`src/rtl/irq_bank_pkg.sv`:
```
package irq_bank_pkg;
  localparam int unsigned ADDR_W = 12;
  localparam int unsigned DATA_W = 8;
  localparam logic [3:0] BCAST_SEL = 4'h8;
  localparam logic [7:0] LAT_OFS = 8'h10;
  localparam logic [7:0] MSK_OFS = 8'h11;
  localparam logic [7:0] INT_OFS = 8'h12;
  localparam logic [11:0] VCH_ADDR = 12'h902;
  localparam logic [11:0] VSRC_ADDR = 12'h903;

  typedef enum logic [2:0] {
    RS_NONE, RS_LAT, RS_MSK, RS_INT, RS_VCH, RS_VSRC
  } rsel_e;
endpackage

```
`src/rtl/irq_bank_dec.sv`:
```
module irq_bank_dec
  import irq_bank_pkg::*;
#(
  parameter int unsigned NCH = 8,
  localparam int unsigned CW = (NCH > 1) ? $clog2(NCH) : 1
) (
  input  logic                  wr_i,
  input  logic                  rd_i,
  input  logic [ADDR_W-1:0]     addr_i,
  output logic [NCH-1:0]        msk_we_o,
  output logic [NCH-1:0]        clr_o,
  output logic                  vch_we_o,
  output logic                  vsrc_we_o,
  output rsel_e                 rsel_o,
  output logic [CW-1:0]         rch_o
);
  logic [3:0] sel;
  logic [7:0] ofs;
  logic       ch_ok;

  assign sel   = addr_i[11:8];
  assign ofs   = addr_i[7:0];
  assign ch_ok = int'(sel) < int'(NCH);
  assign rch_o = sel[CW-1:0];

  for (genvar c = 0; c < NCH; c++) begin : g_ch
    logic hit;
    assign hit         = (sel == 4'(c));
    assign msk_we_o[c] = wr_i && (ofs == MSK_OFS) && (hit || sel == BCAST_SEL);
    assign clr_o[c]    = rd_i && hit && (ofs == LAT_OFS || ofs == INT_OFS);
  end

  assign vch_we_o  = wr_i && (addr_i == VCH_ADDR);
  assign vsrc_we_o = wr_i && (addr_i == VSRC_ADDR);

  always_comb begin
    rsel_o = RS_NONE;
    if (rd_i) begin
      if (ch_ok) begin
        unique case (ofs)
          LAT_OFS: rsel_o = RS_LAT;
          MSK_OFS: rsel_o = RS_MSK;
          INT_OFS: rsel_o = RS_INT;
          default: rsel_o = RS_NONE;
        endcase
      end else if (addr_i == VCH_ADDR) begin
        rsel_o = RS_VCH;
      end else if (addr_i == VSRC_ADDR) begin
        rsel_o = RS_VSRC;
      end
    end
  end
endmodule

```
`src/rtl/irq_bank_chan.sv`:
```
module irq_bank_chan #(
  parameter int unsigned NSRC = 3
) (
  input  logic            clk_i,
  input  logic            rst_ni,
  input  logic [NSRC-1:0] evt_i,
  input  logic            clr_i,
  input  logic            msk_we_i,
  input  logic [NSRC-1:0] msk_d_i,
  output logic [NSRC-1:0] lat_o,
  output logic [NSRC-1:0] msk_o,
  output logic [NSRC-1:0] int_o
);
  logic [NSRC-1:0] lat_q, msk_q;

  // new event wins over a clearing read in the same cycle
  always_ff @(posedge clk_i or negedge rst_ni) begin
    if (!rst_ni) lat_q <= '0;
    else         lat_q <= (clr_i ? '0 : lat_q) | evt_i;
  end

  always_ff @(posedge clk_i or negedge rst_ni) begin
    if (!rst_ni)       msk_q <= '0;
    else if (msk_we_i) msk_q <= msk_d_i;
  end

  assign lat_o = lat_q;
  assign msk_o = msk_q;
  assign int_o = lat_q & msk_q;
endmodule

```
`src/rtl/irq_bank.sv`:
```
module irq_bank
  import irq_bank_pkg::*;
#(
  parameter int unsigned NCH  = 8,
  parameter int unsigned NSRC = 3,
  localparam int unsigned CW  = (NCH > 1) ? $clog2(NCH) : 1,
  localparam int unsigned EW  = NCH * NSRC
) (
  input  logic              clk_i,
  input  logic              rst_ni,
  input  logic              wr_i,
  input  logic              rd_i,
  input  logic [ADDR_W-1:0] addr_i,
  input  logic [DATA_W-1:0] wdata_i,
  output logic [DATA_W-1:0] rdata_o,
  input  logic [EW-1:0]     evt_i,
  output logic              irq_o
);
  logic [NCH-1:0]  msk_we, clr;
  logic            vch_we, vsrc_we;
  rsel_e           rsel;
  logic [CW-1:0]   rch;
  logic [NSRC-1:0] lat [NCH];
  logic [NSRC-1:0] msk [NCH];
  logic [NSRC-1:0] intr[NCH];
  logic [EW-1:0]   lat_all;
  logic [NCH-1:0]  vec_ch_q;
  logic [NSRC-1:0] vec_src_q;
  logic [DATA_W-1:0] rd_val;

  irq_bank_dec #(.NCH(NCH)) u_dec (
    .wr_i(wr_i), .rd_i(rd_i), .addr_i(addr_i),
    .msk_we_o(msk_we), .clr_o(clr), .vch_we_o(vch_we), .vsrc_we_o(vsrc_we),
    .rsel_o(rsel), .rch_o(rch)
  );

  for (genvar c = 0; c < NCH; c++) begin : g_chan
    irq_bank_chan #(.NSRC(NSRC)) u_chan (
      .clk_i(clk_i), .rst_ni(rst_ni),
      .evt_i(evt_i[c*NSRC +: NSRC]),
      .clr_i(clr[c]), .msk_we_i(msk_we[c]), .msk_d_i(wdata_i[NSRC-1:0]),
      .lat_o(lat[c]), .msk_o(msk[c]), .int_o(intr[c])
    );
    assign lat_all[c*NSRC +: NSRC] = lat[c];
  end

  always_ff @(posedge clk_i or negedge rst_ni) begin
    if (!rst_ni) begin
      vec_ch_q  <= '0;
      vec_src_q <= '0;
    end else begin
      if (vch_we)  vec_ch_q  <= wdata_i[NCH-1:0];
      if (vsrc_we) vec_src_q <= wdata_i[NSRC-1:0];
    end
  end

  always_comb begin
    rd_val = '0;
    unique case (rsel)
      RS_LAT:  rd_val = DATA_W'(lat[rch]);
      RS_MSK:  rd_val = DATA_W'(msk[rch]);
      RS_INT:  rd_val = DATA_W'(intr[rch]);
      RS_VCH:  rd_val = DATA_W'(vec_ch_q);
      RS_VSRC: rd_val = DATA_W'(vec_src_q);
      default: rd_val = '0;
    endcase
  end

  always_ff @(posedge clk_i or negedge rst_ni) begin
    if (!rst_ni) rdata_o <= '0;
    else         rdata_o <= rd_val;
  end

  always_comb begin
    irq_o = 1'b0;
    for (int c = 0; c < NCH; c++)
      irq_o = irq_o | (vec_ch_q[c] & (|(intr[c] & vec_src_q)));
  end
endmodule

```
`config.mk`:
```
export PLATFORM = sky130hd
export DESIGN_NAME = irq_bank
export DESIGN_NICKNAME = d
export VERILOG_FILES = /design/src/rtl/irq_bank_pkg.sv /design/src/rtl/irq_bank_dec.sv /design/src/rtl/irq_bank_chan.sv /design/src/rtl/irq_bank.sv
export SDC_FILE = /design/constraint.sdc
export NUM_CORES = 1
export LEC_CHECK = 0
export BUFFER_PORTS_ARGS = -buffer_cell sky130_fd_sc_hd__buf_2
export CAP_MARGIN = 30
export CORE_ASPECT_RATIO = 0.75
export CORE_MARGIN = 8
export CORE_UTILIZATION = 57
export CTS_CLUSTER_SIZE = 10
export DETAILED_ROUTE_END_ITERATION = 8
export GPL_ROUTABILITY_DRIVEN = 0
export GPL_TIMING_DRIVEN = 0
export PLACE_DENSITY = 0.85
export SLEW_MARGIN = 40
export SYNTH_ARGS = -nofsm -noshare
export SYNTH_HDL_FRONTEND = slang
export SYNTH_SLANG_ARGS = --single-unit
```
`constraint.sdc`:
```
create_clock -name clk_i -period 1.8 [get_ports clk_i]
set_clock_uncertainty 0.05 [all_clocks]
set_input_delay 0.36 -clock clk_i [delete_from_list [all_inputs] [get_ports clk_i]]
set_output_delay 0.36 -clock clk_i [all_outputs]
set_load 0.01 [all_outputs]
```
* Word-level counts from Yosys, hierarchy flattened
Index checks and enable logic that the tools add are counted.
Storage, ports and cells: word-level logic and storage cells 147, bits in registers 67
Cells by class: multiplexer cells 23, reductions and logical operators 45, eq/ne operators 18, bitwise operators 40, magnitude comparators 2
Operators by type and width (count):
- $mux W3 | 18
- $and A3 B3 Y3 | 16
- $pmux W8 S5 | 1
- $bmux W3 S3 | 3
- $logic_and A1 B1 Y1 | 27
- $eq A12 B12 Y1 const B | 2
- $eq A8 B5 Y1 const B | 3
- $or A3 B3 Y3 | 8
- $reduce_or A3 Y1 | 8
- $eq A4 B3 Y1 const B | 4
- $logic_or A1 B1 Y1 | 9
- $and A1 B1 Y1 | 8
- $eq A4 B2 Y1 const B | 2
- $or A1 B1 Y1 | 7
- $eq A3 B2 Y1 const B | 2
- $eq A3 B3 Y1 const B | 2
- $pmux W2 S3 | 1
- $eq A4 B1 Y1 const B | 1
- $eq A4 B4 Y1 const B | 1
- $ge A4 B4 Y1 const B | 1
- $logic_not A4 Y1 | 1
- $lt A4 B4 Y1 const B | 1
- $not A3 Y4 | 1
- $eq A3 B1 Y1 const B | 1

* Longest topological paths before layout
depth in word-level cells 11, gate-level depth with buffers 8, depth with buffers taken out 5

* Hierarchy
A second synthesis with hierarchy kept.
Unflattened totals: cells, all modules 343, area, all modules 3772.4 um^2
By module, submodules not included:
- irq_bank_chan | seq. area each 150.1 um^2, times used 8, cells each 16, area each 229.0 um^2
- irq_bank | seq. area each 475.5 um^2, times used 1, cells each 149, area each 1493.9 um^2
- irq_bank_dec | seq. area each 0.0 um^2, times used 1, cells each 66, area each 446.7 um^2

* Least setup slack after synthesis
Ideal clock, no wire load.
path type in2reg, start point input port addr_i[8], end point register rdata_o[0], path slack -63 ps, stages on the path 7, arrival 1682 ps, required time 1619 ps, path through buf_2 > buf_4 > buf_2 > mux2_2 > a32o_1 > a21oi_1 > o21ai_1
On the way: word-level cells in the longest chain between the ends 7
Ends and longest elaborated chain:
- start, declared | line irq_bank.sv:13 | input logic [ADDR_W-1:0] addr_i,
- $eq A12 B12 Y1 | line irq_bank_dec.sv:48 | end else if (addr_i == VSRC_ADDR) begin
- $mux W3 | line irq_bank_dec.sv:48
- $mux W3 | line irq_bank_dec.sv:46 | end else if (addr_i == VCH_ADDR) begin
- $mux W3 | line irq_bank_dec.sv:39 | if (ch_ok) begin
- $mux W3 | line irq_bank_dec.sv:38 | if (rd_i) begin
- $eq A3 B3 Y1 (tied with other cells) | line irq_bank.sv:59 | unique case (rsel)
- $pmux W8 S5 (*) | line irq_bank.sv:59
- via rd_val[0] | line irq_bank.sv:29 | logic [DATA_W-1:0] rd_val;
- end signal, assigned | line irq_bank.sv:71 | else rdata_o <= rd_val;
- end, declared | line irq_bank.sv:15 | output logic [DATA_W-1:0] rdata_o,
Mark *: on every way through the listed nets, which the timed path passes. The rest lies on a longest branch. The select of a mux whose other input is x is not followed. A chain may end at the register's enable or synchronous reset.

* Worst setup path after layout
start point register vec_src_q[2], end point output port irq_o
On the way: word-level cells in the longest chain between the ends 10
Ends and longest elaborated chain:
- start, declared | line irq_bank.sv:28 | logic [NSRC-1:0] vec_src_q;
- start signal, assigned | line irq_bank.sv:53 | if (vsrc_we) vec_src_q <= wdata_i[NSRC-1:0];
- $and A3 B3 Y3 | line irq_bank.sv:77 | irq_o = irq_o | (vec_ch_q[c] & (|(intr[c] & vec_src_q)));
- $reduce_or A3 Y1 | line irq_bank.sv:77
- $and A1 B1 Y1 | line irq_bank.sv:77
- $or A1 B1 Y1 (6 in series) | line irq_bank.sv:77
- $or A1 B1 Y1 (*) | line irq_bank.sv:77
- end, declared | line irq_bank.sv:17 | output logic irq_o
Every way passes the cells marked *; elsewhere a longest branch is shown, timed or not.

==> summary.txt <==
Timing
  – Hold Fails Final Rpt: 0
  – Final setup violation count: 3
  – Worst slew pin tran: 600 ps
  – Post-layout worst setup margin: -389 ps
  – Final period util: 122%
  – Rel. slew slack: 60.0%
  – RSZ-0062 raised after global routing: true
  – Fin crit period: 2190 ps
  – Fmax: 457 MHz
  – Fin. max-slew vios: 0

Critical path
  – Crit path cell chain: buf_2 -> nand3_1 -> a31oi_1 -> a21oi_1 -> nand3_1 -> buf_2
  – Slowest Stage Delay on Critical Path: 500 ps
  – CP required: 1390 ps
  – Crit. End Element: primary output
  – Slowest-stage cell, CP: dfrtp_2
  – Startpoint Class: register
  – Crit-path max FO: 6
  – Crit path arrival time: 1780 ps
  – Worst setup path class: reg2out

Layout
  – Most common cell after layout, fill and taps aside: buf_2
  – Fillers: 427
  – Layout Utilization: 72.5%
  – Final #Nets: 468
  – N_diodes: 0
  – Share of post-route cells with drive strength above 1: 37.6%
  – Area growth from synthesis to layout: 22.2%
  – Register area: 0.00168 mm2
  – Most frequent cells in the layout: buf_2 (65), dfrtp_1 (63), nand3_1 (33)
  – Area of the multi-input gates: 0.00211 mm2

Yosys
  – Flops & latches, synth: 67
  – Synthesized Nets: 393
  – Post-synthesis cell area: 0.00377 mm2
  – Post-synth cell types: 53
  – Asr flop ratio synth: 100%
  – Main area contributors after synthesis: dfrtp_1 (44%), mux4_2 (8.4%), mux2_2 (5.4%), nand3_1 (5.2%), a21o_1 (4.8%)
  – Syn avg cell area: 10.9 um2
  – Main synth FF type: dfrtp_1
  – Leading area contributor after synthesis: dfrtp_1
  – Cells after synthesis: 345
  – Yosys warnings: 0
  – Register area share after synthesis: 44.5%
  – Number of synthesized flops with an enable pin: 0
  – Area share of the largest cell type after synthesis: 44.5%

Clock tree
  – Clock insertion delay at the later pin of the skew report: 360 ps
  – Num CTS Buffers: 9
  – H-Tree Level Count: 3
  – Clock transition at the registers of the reported paths: 90 ps
  – Clock sink count: 67
  – Root Driver: clkbuf_8
  – CTS tree: yes
  – Max Root-Sink Buffers: 2

Floorplanning
  – Die area: 0.00950 mm2
  – Row cnt: 25
  – Chip width: 110 um
  – Initial Util: 59.3%
  – Ports: 57
  – Core Area: 0.00635 mm2
  – Die Y-Extent: 86.4 um

Power
  – Pwr Density: 677 mW/mm2
  – Leakage Power: 1.94 nW
  – Maximum VDD drop: 572 uV
  – Overall Power: 0.00312 W

Detailed routing
  – Initial drt markers: 439
  – WL met3: 1520 um
  – Routed wl met2: 5480 um
  – DRT Pass-1 Iters: 7
  – DRC violations left: 0
  – WL per Instance: 23.3 um
  – DR vias: 3,434
  – Highest metal layer used by the detailed router: met4
  – Post-route antenna net violation count: 0
  – DR vias/cell: 6.79
  – Routed met1 length: 4420 um
  – Final WL: 11,800 um

Place
  – # port buffers: 55
  – Pre-CTS setup slack: -428 ps
  – Detail Placement HPWL: 8160 um

Global route
  – Vias in the first global route: 3,363
  – Gr ovfl total: 0
  – Pin count of the biggest net entering global routing: 35
  – Total Routing Usage GR: 24.9%
  – First-pass GRT wire length: 17,800 um
  – Antenna violations before repair: 0

Hold path
  – Tightest Hold Check Type: in2reg

Run
  – Max cap viols: 0

Outcome
  – Run status: complete, but fails checks
  – Failing checks: setup timing
==> power by group <==
group / internal [W] / switching (W) / total (W)
Sequential: 0.00151 / 0.00000679 / 0.00152
Clock: 0.000649 / 0.000649 / 0.00130
Combinational: 0.000121 / 0.000184 / 0.000306
==> final timing paths <==
check                                                            from                                    end  slack, ps  cells after the start
worst max-delay path                         vec_src_q[2]$_DFFE_PN0P_                                  irq_o       -390                      6
worst min-delay path                                         evt_i[9]    g_chan[3].u_chan.lat_o[0]$_DFF_PN0_        130                      2
worst max register to register  g_chan[7].u_chan.msk_o[0]$_DFFE_PN0P_                   rdata_o[0]$_DFF_PN0_        -10                      5
worst min register to register                vec_ch_q[7]$_DFFE_PN0P_                   rdata_o[7]$_DFF_PN0_        490                      2
max in group asynchronous                                      rst_ni  g_chan[7].u_chan.msk_o[0]$_DFFE_PN0P_        720                      3
min in group asynchronous                                      rst_ni  g_chan[1].u_chan.msk_o[0]$_DFFE_PN0P_        460                      2
==> synthesized netlist by cell type (4+ instances only) <==
cell       n
inv_1      7
buf_2     11
nand2_1   29
a31oi_1    8
o21ai_0    8
a21oi_1    8
mux2_1    13
a22o_1     5
nand3_1   39
o21ai_1    6
xnor2_1    4
mux2_2    18
a21o_1    24
mux4_2    14
dfrtp_1   67
nor2_1    16
clkbuf_1   6
nor2b_1    6
==> stage by stage <==
| step | cells | hold slack [ps] | area, um2 | setup TNS [ps] |
|---|---|---|---|---|
| 2_1_floorplan | 345 | 14.4 | 3770 | 0 |
| 3_3_place_gp | 481 | 450 | 4150 | -12590 |
| 3_5_place_dp | 482 | 283 | 4170 | -15280 |
| 4_1_cts | 502 | 121 | 4450 | -309 |
| 5_1_grt | 506 | 115 | 4610 | -490 |
| 6_report | 506 | 129 | 4610 | -398 |
==> cells by family after synthesis <==
| kind of cell | after synthesis | synth area share, % |
|---|---|---|
| buffers and inverters | 27 | 3.45 |
| XOR/XNOR | 4 | 0.930 |
| AO/OA/AOI/OAI | 72 | 13.4 |
| AND/OR/NAND/NOR | 128 | 19.5 |
| multiplexers | 47 | 18.2 |
| flip-flops | 67 | 44.5 |
==> critical path: cells and delay by family, from the launching register on <==
family	cells	cell delay, ps
AOI/OAI and AO/OA	2	320
buffers and inverters	2	400
DFF	1	500
and+or+nand+nor	2	190
==> per-layer routing <==
layer,up-vias,GRT usage [%]
li1,1445,-
met1,1657,30.7
met2,269,38.0
met3,63,9.49
met4,0,10.9
met5,-,0
==> state kept, by name (all words and copies together), names as in the netlist <==
name	cells
g_chan.u_chan.msk_o	24
rdata_o	8
vec_ch_q	8
vec_src_q	3
g_chan.u_chan.lat_o	24
==> cell type report <==
type,count,share of cell area (%)
flip-flops and latches,67,36.5
inverters,7,0.570
plain buffers,17,2.12
multi-input cells,251,45.8
clock buffers,9,2.69
well taps,81,2.20
repair buffers,67,8.48
clock inverters,7,1.66
==> repair_timing <==
action	in CTS	in global routing
resized for setup	13	18
hold buffers	1	0
pin swaps	2	9
hold endpoints to repair	33	0
setup buffers	6	4
setup endpoints to repair	17	20
Note: power is estimated with default switching activity, not from simulation.
